===== config.mk =====
export PLATFORM = sky130hd
export DESIGN_NAME = pgbus_compose
export DESIGN_NICKNAME = d
export VERILOG_FILES = /design/src/rtl/pgbus_pkg.sv /design/src/rtl/pgbus_regs.sv /design/src/rtl/pgbus_addr.sv /design/src/rtl/pgbus_swap.sv /design/src/rtl/pgbus_compose.sv
export SDC_FILE = /design/constraint.sdc
export NUM_CORES = 1
export LEC_CHECK = 0
export BUFFER_PORTS_ARGS = -buffer_cell sky130_fd_sc_hd__buf_2
export CORE_ASPECT_RATIO = 1.1
export CORE_MARGIN = 3
export CORE_UTILIZATION = 51
export DETAILED_ROUTE_END_ITERATION = 16
export HOLD_SLACK_MARGIN = 0.1
export PLACE_DENSITY = 0.8
export SLEW_MARGIN = 20
export SYNTH_ARGS = -nofsm -noshare
export SYNTH_HDL_FRONTEND = slang
export SYNTH_HIERARCHICAL = 1
export SYNTH_SLANG_ARGS = --single-unit

===== constraint.sdc =====
create_clock -name clk -period 1.4 [get_ports clk]
set_input_delay 0.28 -clock clk [delete_from_list [all_inputs] [get_ports clk]]
set_output_delay 0.28 -clock clk [all_outputs]
set_load 0.03 [all_outputs]

===== src/rtl/pgbus_pkg.sv =====
// Shared types and codes for the paged bus composer.
// Assumes an 8-bit register write port and a 3-bit selector space.
package pgbus_pkg;
    localparam int REG_W = 8;
    localparam int SEL_W = 3;

    localparam logic [SEL_W-1:0] SEL_TOP  = 3'd0;
    localparam logic [SEL_W-1:0] SEL_MOD  = 3'd1;
    localparam logic [SEL_W-1:0] SEL_MIDA = 3'd2;
    localparam logic [SEL_W-1:0] SEL_MIDB = 3'd3;
    localparam logic [SEL_W-1:0] SEL_MIDC = 3'd4;

    // Modifier register layout, bit 7 down to bit 0
    typedef struct packed {
        logic [1:0] addr_hi2;  // bus address bits 23..22
        logic       big;       // byte reversal select
        logic       iack;      // interrupt acknowledge cycle
        logic [3:0] am_sw;     // AM5, AM4, AM2, AM1
    } mod_t;
endpackage


===== src/rtl/pgbus_regs.sv =====
// Page and modifier register file.
// Holds the top page, modifier and middle page registers. Three selectors
// alias the middle page. Unused selectors are ignored on write and read as 0.
// Assumes writes are single-cycle strobes.
module pgbus_regs
    import pgbus_pkg::*;
(
    input  logic             clk,
    input  logic             rst_n,
    input  logic             we,
    input  logic [SEL_W-1:0] wsel,
    input  logic [REG_W-1:0] wdata,
    input  logic [SEL_W-1:0] rsel,
    output logic [REG_W-1:0] rdata,
    output logic [REG_W-1:0] top_pg,
    output mod_t             mod_r,
    output logic [REG_W-1:0] mid_pg
);
    logic mid_hit_w;
    logic mid_hit_r;

    // Decode the aliased middle page selectors
    always_comb begin
        mid_hit_w = (wsel == SEL_MIDA) || (wsel == SEL_MIDB) || (wsel == SEL_MIDC);
        mid_hit_r = (rsel == SEL_MIDA) || (rsel == SEL_MIDB) || (rsel == SEL_MIDC);
    end

    // Register storage updated by the write port
    always_ff @(posedge clk) begin
        if (!rst_n) begin
            top_pg <= '0;
            mod_r  <= '0;
            mid_pg <= '0;
        end else if (we) begin
            if (wsel == SEL_TOP) top_pg <= wdata;
            if (wsel == SEL_MOD) mod_r  <= mod_t'(wdata);
            if (mid_hit_w)       mid_pg <= wdata;
        end
    end

    // Combinational read mux
    always_comb begin
        if (rsel == SEL_TOP)      rdata = top_pg;
        else if (rsel == SEL_MOD) rdata = REG_W'(mod_r);
        else if (mid_hit_r)       rdata = mid_pg;
        else                      rdata = '0;
    end

    // a write through any alias lands in the middle page
    a_r3_alias_write: assert property (@(posedge clk) disable iff (!rst_n)
        (we && mid_hit_w) |=> (mid_pg == $past(wdata)));

    // unused selectors leave all registers untouched
    a_r4_unused_ignored: assert property (@(posedge clk) disable iff (!rst_n)
        (we && wsel > SEL_MIDC) |=> ($stable(top_pg) && $stable(mod_r) && $stable(mid_pg)));
endmodule


===== src/rtl/pgbus_addr.sv =====
// Address and modifier composer.
// Splices the page registers with the CPU offset and fills the two
// hardware-generated modifier bits from the privilege and kind inputs.
// Assumes ADDR_W = 8 + 2 + MID_W + OFF_W.
module pgbus_addr
    import pgbus_pkg::*;
#(
    parameter int ADDR_W = 32,
    parameter int OFF_W  = 16
) (
    input  logic [REG_W-1:0]  top_pg,
    input  mod_t              mod_r,
    input  logic [REG_W-1:0]  mid_pg,
    input  logic [OFF_W-1:0]  off,
    input  logic              super_i,
    input  logic              prog_i,
    output logic [ADDR_W-1:0] addr,
    output logic [5:0]        am
);
    localparam int MID_W = ADDR_W - REG_W - 2 - OFF_W;

    // Concatenate page fields with the CPU offset
    always_comb addr = {top_pg, mod_r.addr_hi2, mid_pg[MID_W-1:0], off};

    // Merge the software and hardware modifier bits
    always_comb am = {mod_r.am_sw[3], mod_r.am_sw[2], super_i,
                      mod_r.am_sw[1], mod_r.am_sw[0], prog_i};
endmodule


===== src/rtl/pgbus_swap.sv =====
// Byte lane steering.
// Passes enabled lanes straight through, or reverses lane order when big
// is set. Enables follow their bytes, and disabled lanes are driven 0.
module pgbus_swap #(
    parameter int LANES = 4
) (
    input  logic               big,
    input  logic [LANES*8-1:0] din,
    input  logic [LANES-1:0]   bein,
    output logic [LANES*8-1:0] dout,
    output logic [LANES-1:0]   beout
);
    for (genvar g = 0; g < LANES; g++) begin : g_lane
        localparam int MIRROR = LANES - 1 - g;
        logic       en;
        logic [7:0] byte_v;
        // Pick the source lane for this output lane
        always_comb begin
            en     = big ? bein[MIRROR] : bein[g];
            byte_v = big ? din[MIRROR*8 +: 8] : din[g*8 +: 8];
            beout[g]       = en;
            dout[g*8 +: 8] = en ? byte_v : 8'h00;
        end
    end
endmodule


===== src/rtl/pgbus_compose.sv =====
// Paged bus address and modifier composer, top level.
// On a window hit, registers the composed address, modifier, lane-ordered
// data and cycle flags, one clock after the hit. Register writes take
// effect after the edge, so a same-cycle hit uses the previous values.
module pgbus_compose
    import pgbus_pkg::*;
#(
    parameter int ADDR_W = 32,
    parameter int OFF_W  = 16,
    parameter int LANES  = 4
) (
    input  logic                clk,
    input  logic                rst_n,
    input  logic                reg_we,
    input  logic [2:0]          reg_sel,
    input  logic [7:0]          reg_wdata,
    input  logic [2:0]          rd_sel,
    output logic [7:0]          rd_data,
    input  logic                cpu_hit,
    input  logic [OFF_W-1:0]    cpu_addr,
    input  logic [LANES*8-1:0]  cpu_wdata,
    input  logic [LANES-1:0]    cpu_be,
    input  logic                cpu_super,
    input  logic                cpu_prog,
    output logic                bus_valid,
    output logic [ADDR_W-1:0]   bus_addr,
    output logic [5:0]          bus_am,
    output logic [LANES*8-1:0]  bus_data,
    output logic [LANES-1:0]    bus_be,
    output logic                bus_iack,
    output logic                bus_big
);
    logic [REG_W-1:0]  top_pg;
    logic [REG_W-1:0]  mid_pg;
    mod_t              mod_r;
    logic [ADDR_W-1:0] addr_c;
    logic [5:0]        am_c;
    logic [LANES*8-1:0] data_c;
    logic [LANES-1:0]  be_c;

    pgbus_regs u_regs (
        .clk(clk), .rst_n(rst_n), .we(reg_we), .wsel(reg_sel), .wdata(reg_wdata),
        .rsel(rd_sel), .rdata(rd_data), .top_pg(top_pg), .mod_r(mod_r), .mid_pg(mid_pg)
    );

    pgbus_addr #(.ADDR_W(ADDR_W), .OFF_W(OFF_W)) u_addr (
        .top_pg(top_pg), .mod_r(mod_r), .mid_pg(mid_pg), .off(cpu_addr),
        .super_i(cpu_super), .prog_i(cpu_prog), .addr(addr_c), .am(am_c)
    );

    pgbus_swap #(.LANES(LANES)) u_swap (
        .big(mod_r.big), .din(cpu_wdata), .bein(cpu_be), .dout(data_c), .beout(be_c)
    );

    // Capture the composed cycle on a window hit
    always_ff @(posedge clk) begin
        if (!rst_n) begin
            bus_valid <= 1'b0;
            bus_addr  <= '0;
            bus_am    <= '0;
            bus_data  <= '0;
            bus_be    <= '0;
            bus_iack  <= 1'b0;
            bus_big   <= 1'b0;
        end else begin
            bus_valid <= cpu_hit;
            if (cpu_hit) begin
                bus_addr <= addr_c;
                bus_am   <= am_c;
                bus_data <= data_c;
                bus_be   <= be_c;
                bus_iack <= mod_r.iack;
                bus_big  <= mod_r.big;
            end
        end
    end

    // valid follows the hit by one cycle
    a_r5_valid_follows: assert property (@(posedge clk) disable iff (!rst_n)
        cpu_hit |=> bus_valid);
    a_r5_idle_quiet: assert property (@(posedge clk) disable iff (!rst_n)
        !cpu_hit |=> (!bus_valid && $stable(bus_addr) && $stable(bus_data)));
    // low address bits come from the CPU offset
    a_r6_offset: assert property (@(posedge clk) disable iff (!rst_n)
        cpu_hit |=> (bus_addr[OFF_W-1:0] == $past(cpu_addr)));
    // hardware-generated modifier bits
    a_r7_hw_am: assert property (@(posedge clk) disable iff (!rst_n)
        cpu_hit |=> (bus_am[3] == $past(cpu_super) && bus_am[0] == $past(cpu_prog)));
    // lane steering keeps the number of enabled bytes
    a_r9_be_count: assert property (@(posedge clk) disable iff (!rst_n)
        cpu_hit |=> ($countones(bus_be) == $countones($past(cpu_be))));
endmodule


[After elaboration in Yosys (flattened, before gate mapping)]
Index checks and enable logic that the tools add are counted.
Word-level totals
  logic and storage cells: 45
  output and inout bits: 85
  register bits after elaboration: 101
Cells by class
  muxes and demuxes: 15
  reduce and logical (&&, ||, !) cells: 9
  eq/ne operators: 8
Operators by type and width (number)
  two-way mux 8 bit: 11
  == test 3 x 2 -> 1 bit (second input constant): 4
  == test 3 x 1 -> 1 bit (second input constant): 2
  == test 3 bit (second input constant): 2
  logical NOT 3 bit: 2
  AND reduction 2 bit: 3
  logical OR 1 bit: 4
  two-way mux 1 bit: 4

[Logic depth before layout (Yosys ltp)]
  depth in word-level cells: 6
  depth in mapped cells: 6
  gate-level depth less buffers: 4

[Cells and area by module]
Netlist, hierarchy kept.
Modules (own cells, without submodules)
  pgbus_compose: instances 1, area an instance 2930.3 µm², cells an instance 247, seq. area each 1541.5 µm²
  pgbus_regs: instances 1, area an instance 1104.8 µm², cells an instance 113, seq. area each 480.5 µm²
  pgbus_swap: instances 1, area an instance 626.9 µm², cells an instance 119, seq. area each 0.0 µm²
  pgbus_addr: instances 1, area an instance 285.3 µm², cells an instance 38, seq. area each 0.0 µm²

[Worst setup path after synthesis]
Ideal clock, no wire load.
  path kind: input to output
  start point: input port rd_sel[2]
  end point: output port rd_data[0]
  path buffers: 1
  data required time: 1.120 ns
  stages on the path: 3
  setup slack: -0.116 ns
  arrival time: 1.236 ns
  cells stage by stage: or2_2 > clkbuf_1 > o2bb2ai_1
On the way
  longest elaborated chain between the ends: 6
  elaborated cells between the ends (all ways): 10
RTL lines
  start: declaration: line pgbus_compose.sv:17  | input logic [2:0] rd_sel,
  == test 3 x 2 -> 1 bit: line pgbus_regs.sv:25  | mid_hit_r = (rsel == SEL_MIDA) || (rsel == SEL_MIDB) || (rsel == SEL_MIDC);
  logical OR 1 bit (2 in series): line pgbus_regs.sv:25
  two-way mux 8 bit: line pgbus_regs.sv:45  | else if (mid_hit_r) rdata = mid_pg;
  two-way mux 8 bit: line pgbus_regs.sv:44  | else if (rsel == SEL_MOD) rdata = REG_W'(mod_r);
  two-way mux 8 bit (*): line pgbus_regs.sv:43  | if (rsel == SEL_TOP) rdata = top_pg;
  end: declaration: line pgbus_compose.sv:18  | output logic [7:0] rd_data,
Every way passes the cells marked *; elsewhere a longest branch is shown, timed or not.

[Final worst setup path]
  start point: register, netlist name u_regs/mod_r[0]
  end point: output port rd_data[0]
On the way
  longest elaborated chain between the ends: 2
RTL lines (line)
  two-way mux 8 bit: pgbus_regs.sv:44
  two-way mux 8 bit: pgbus_regs.sv:43
Every way passes these cells.

==> reports/results.txt <==
Post-synthesis cell count: 517
Final hold violation count: 0
Pin count of the biggest net entering global routing: 73
R2R Setup Slk: 0.15 ns
Peak VDD IR: 0.631 mV
RSZ-0062 raised after global routing: yes
Area delta synth->final: 15.8%
Most common cell in the netlist: dfxtp_1
GR Overflow Total: 0
Kind of critical path: flip-flop to primary output
Design area: 5730 sq um
Status: complete, but fails checks
Synth Net Count: 589
# hold bufs at CTS: 0
PwrDens: 1020 nW/um^2
Die H: 109 um
Clock Power Share: 32.2%
Max Cap Viol: 0
Hold Path End: bus_addr[14]
HP Start: cpu_addr[14]
DIE WIDTH: 99.9 um
Buf/Inv on CP: 1
Clock sink total: 101
Drt total wl: 10.7 mm
Vias in the first global route: 3535
Post-synth EDFFs: 0
RR Endpoint: bus_data[24]
Startpoint Class: flip-flop
Failing checks: negative setup slack
WHS: 0.187 ns
Average cell area after synthesis: 9.57 sq um
Sw frac: 28.0%
Tightest Hold Check Type: input pin to flip-flop
Drt first-iter violations: 117
Post-Synthesis Cell Area: 4950 sq um
Die ar.: 10900 sq um
Asr flop ratio synth: 0%
Netlist cell types: 26
Post-synth top area share: 40.9%
Max incr delay on CP: 0.34 ns
Leakage: 0.00267 uW
Residual DRC count: 0
Dominant cells by area after synthesis: dfxtp_1 (41%), mux2i_1 (19%), nor2b_1 (9.6%), buf_4 (8.3%), nand3_1 (4.7%)
Max_slew headroom: 77.4%
Dpl hpwl: 7.74 mm
Clk Latency, worst-skew pair: 0.35 ns
Slowest CP cell: dfxtp_2
Via Count: 3852
Yosys top cell by area: dfxtp_1
Layout cells sized above 1: 36.2%
First-pass GRT wire length: 17.1 mm
CTS tree: yes
Ports: 157
Clock buffer depth: 2
Top FF cell, synth: dfxtp_1
TritonRoute pass-1 iters: 4
Int Pwr: 4210 uW
Core Box Area: 9400 sq um
Tot GR Track Use: 19.3%
Fin. max-slew vios: 0
Final ANT Viol Nets: 0
Worst-path fanout max: 2
CP arrival: 1.16 ns
CTS Buf Count: 9
Number of inserted diodes: 0
Seq cells post-synth: 101
Syn. warnings: 6
Logic pwr share: 15.8%
Layout net count: 696
Worst r2r src: u_regs/mod_r[5]
Routability cong.: 0.876
Clock H-tree levels: 3
Post-synthesis sequential area ratio: 40.9%
CP Cell Sequence: mux2i_1 -> o2bb2ai_1 -> buf_4
Vias/cell: 5.16
Clock transition at the registers of the reported paths: 0.10 ns
P_sw: 1640 uW
Clock skew: 0.00731 ns
Total power: 5850 uW
Final worst slack: -0.0352 ns
Min Clock Period, post-route: 1.44 ns
Crit. Startpoint: u_regs/mod_r[0]
Hold path cells: 3
Slew @ Worst Pin: 0.339 ns
Fmax: 0.697 GHz
Post-DP Area: 5390 sq um
Std-Cell Rows: 37
Dpl ws: -0.0317 ns
Crit path required time: 1.12 ns
Sequential share of power: 51.9%
Root Buffer: clkbuf_8
Worst reg2reg path depth: 6
Worst setup EP type: primary output
Period utilization: 103%
Initial antenna violation count: 0
Delay-heaviest family, CP: flip-flops
Routed len/inst: 14.4 um
I/O Buffers: 156
Finish-stage setup viols: 7
Starting Density: 52.6%
Post-synth top cells: dfxtp_1 (101), mux2i_1 (92), nor2b_1 (76)
==> state kept, by name, summed over array words and instances, names as in the netlist <==
| register | count |
|---|---|
| bus_addr | 32 |
| bus_am | 6 |
| bus_be | 4 |
| bus_big | 1 |
| bus_data | 32 |
| bus_iack | 1 |
| bus_valid | 1 |
| u_regs/mid_pg | 8 |
| u_regs/mod_r | 8 |
| u_regs/top_pg | 8 |
==> power groups by stage <==
| stage | Combinational (uW) | Clock (uW) | Sequential (uW) |
|---|---|---|---|
| finish | 927 | 1880 | 3040 |
| global route | 1000 | 2070 | 3050 |
| CTS | 928 | 1950 | 3040 |
| detailed placement | 909 | 0 | 3110 |
| global placement | 882 | 0 | 3110 |
| floorplan | 538 | 0 | 3270 |
==> metrics by stage <==
stage | TNS [ns] | instances | utilization (%)
after floorplan | -0.930 | 517 | -
after global placement | 0 | 720 | 57.4
after detailed placement | -0.113 | 720 | 57.4
after CTS | -0.139 | 745 | 60.8
after global routing | -0.468 | 746 | 61.0
final | -0.121 | 746 | 61.0
==> cell families after synthesis <==
logic type      share of synthesized area [%]
buf+inv                                  12.8
flops                                    40.9
compound gates                           7.31
mux                                      19.8
simple gates                             19.3
==> worst reg2reg max path, cell delays in order, from the launching register on <==
cell	delay, ns
dfxtp_4	0.36
buf_4	0.18
buf_4	0.22
nand3_1	0.09
o21ai_0	0.11
mux2i_1	0.11
nor2b_1	0.11
==> area by class of cell <==
cell class | count | area [sq um]
clock buffer | 9 | 124
fill | 815 | 3670
multi-input combinational | 333 | 2290
tap | 117 | 146
sequential | 101 | 2050
clock inverter | 7 | 82.6
timing repair buffer | 179 | 1030
==> timing repair <==
| action | in CTS | in global routing |
|---|---|---|
| pin swaps | 0 | 0 |
| setup buffers | 9 | 1 |
| endpoints found under the setup margin | 8 | 21 |
| gates resized for setup | 26 | 2 |
==> worst max-delay path by stage <==
| stage | end | slack (ns) | cells past startpoint |
|---|---|---|---|
| final | rd_data[0] | -0.04 | 3 |
| after global routing | rd_data[0] | -0.09 | 3 |
| after CTS | rd_data[5] | -0.06 | 3 |
| after detailed placement | rd_data[5] | -0.03 | 4 |
| after global placement | u_regs/top_pg[0] | 0.002 | 5 |
| after floorplan | rd_data[0] | -0.12 | 3 |
==> cells in the final DEF, fill, tap and decap left out, drive strengths merged <==
cell,n
nand3,48
and2,1
nand3b,1
nand2,49
buf,179
or2,1
clkbuf,9
clkinv,2
mux2i,92
bufinv,1
o31ai,1
clkinvlp,1
nor2,1
or4b,1
inv,3
o2bb2ai,8
dfxtp,101
mux2,5
nand4bb,1
o21ai,48
nor2b,76
==> metal layers <==
layer	wire [um]	up-vias	global-route usage (%)
li1	-	1925	-
met1	4640	1778	25.1
met2	5220	141	32.4
met3	798	8	4.44
met4	92	0	4.88
met5	0	-	0
Power figures use the tool's default switching activity.
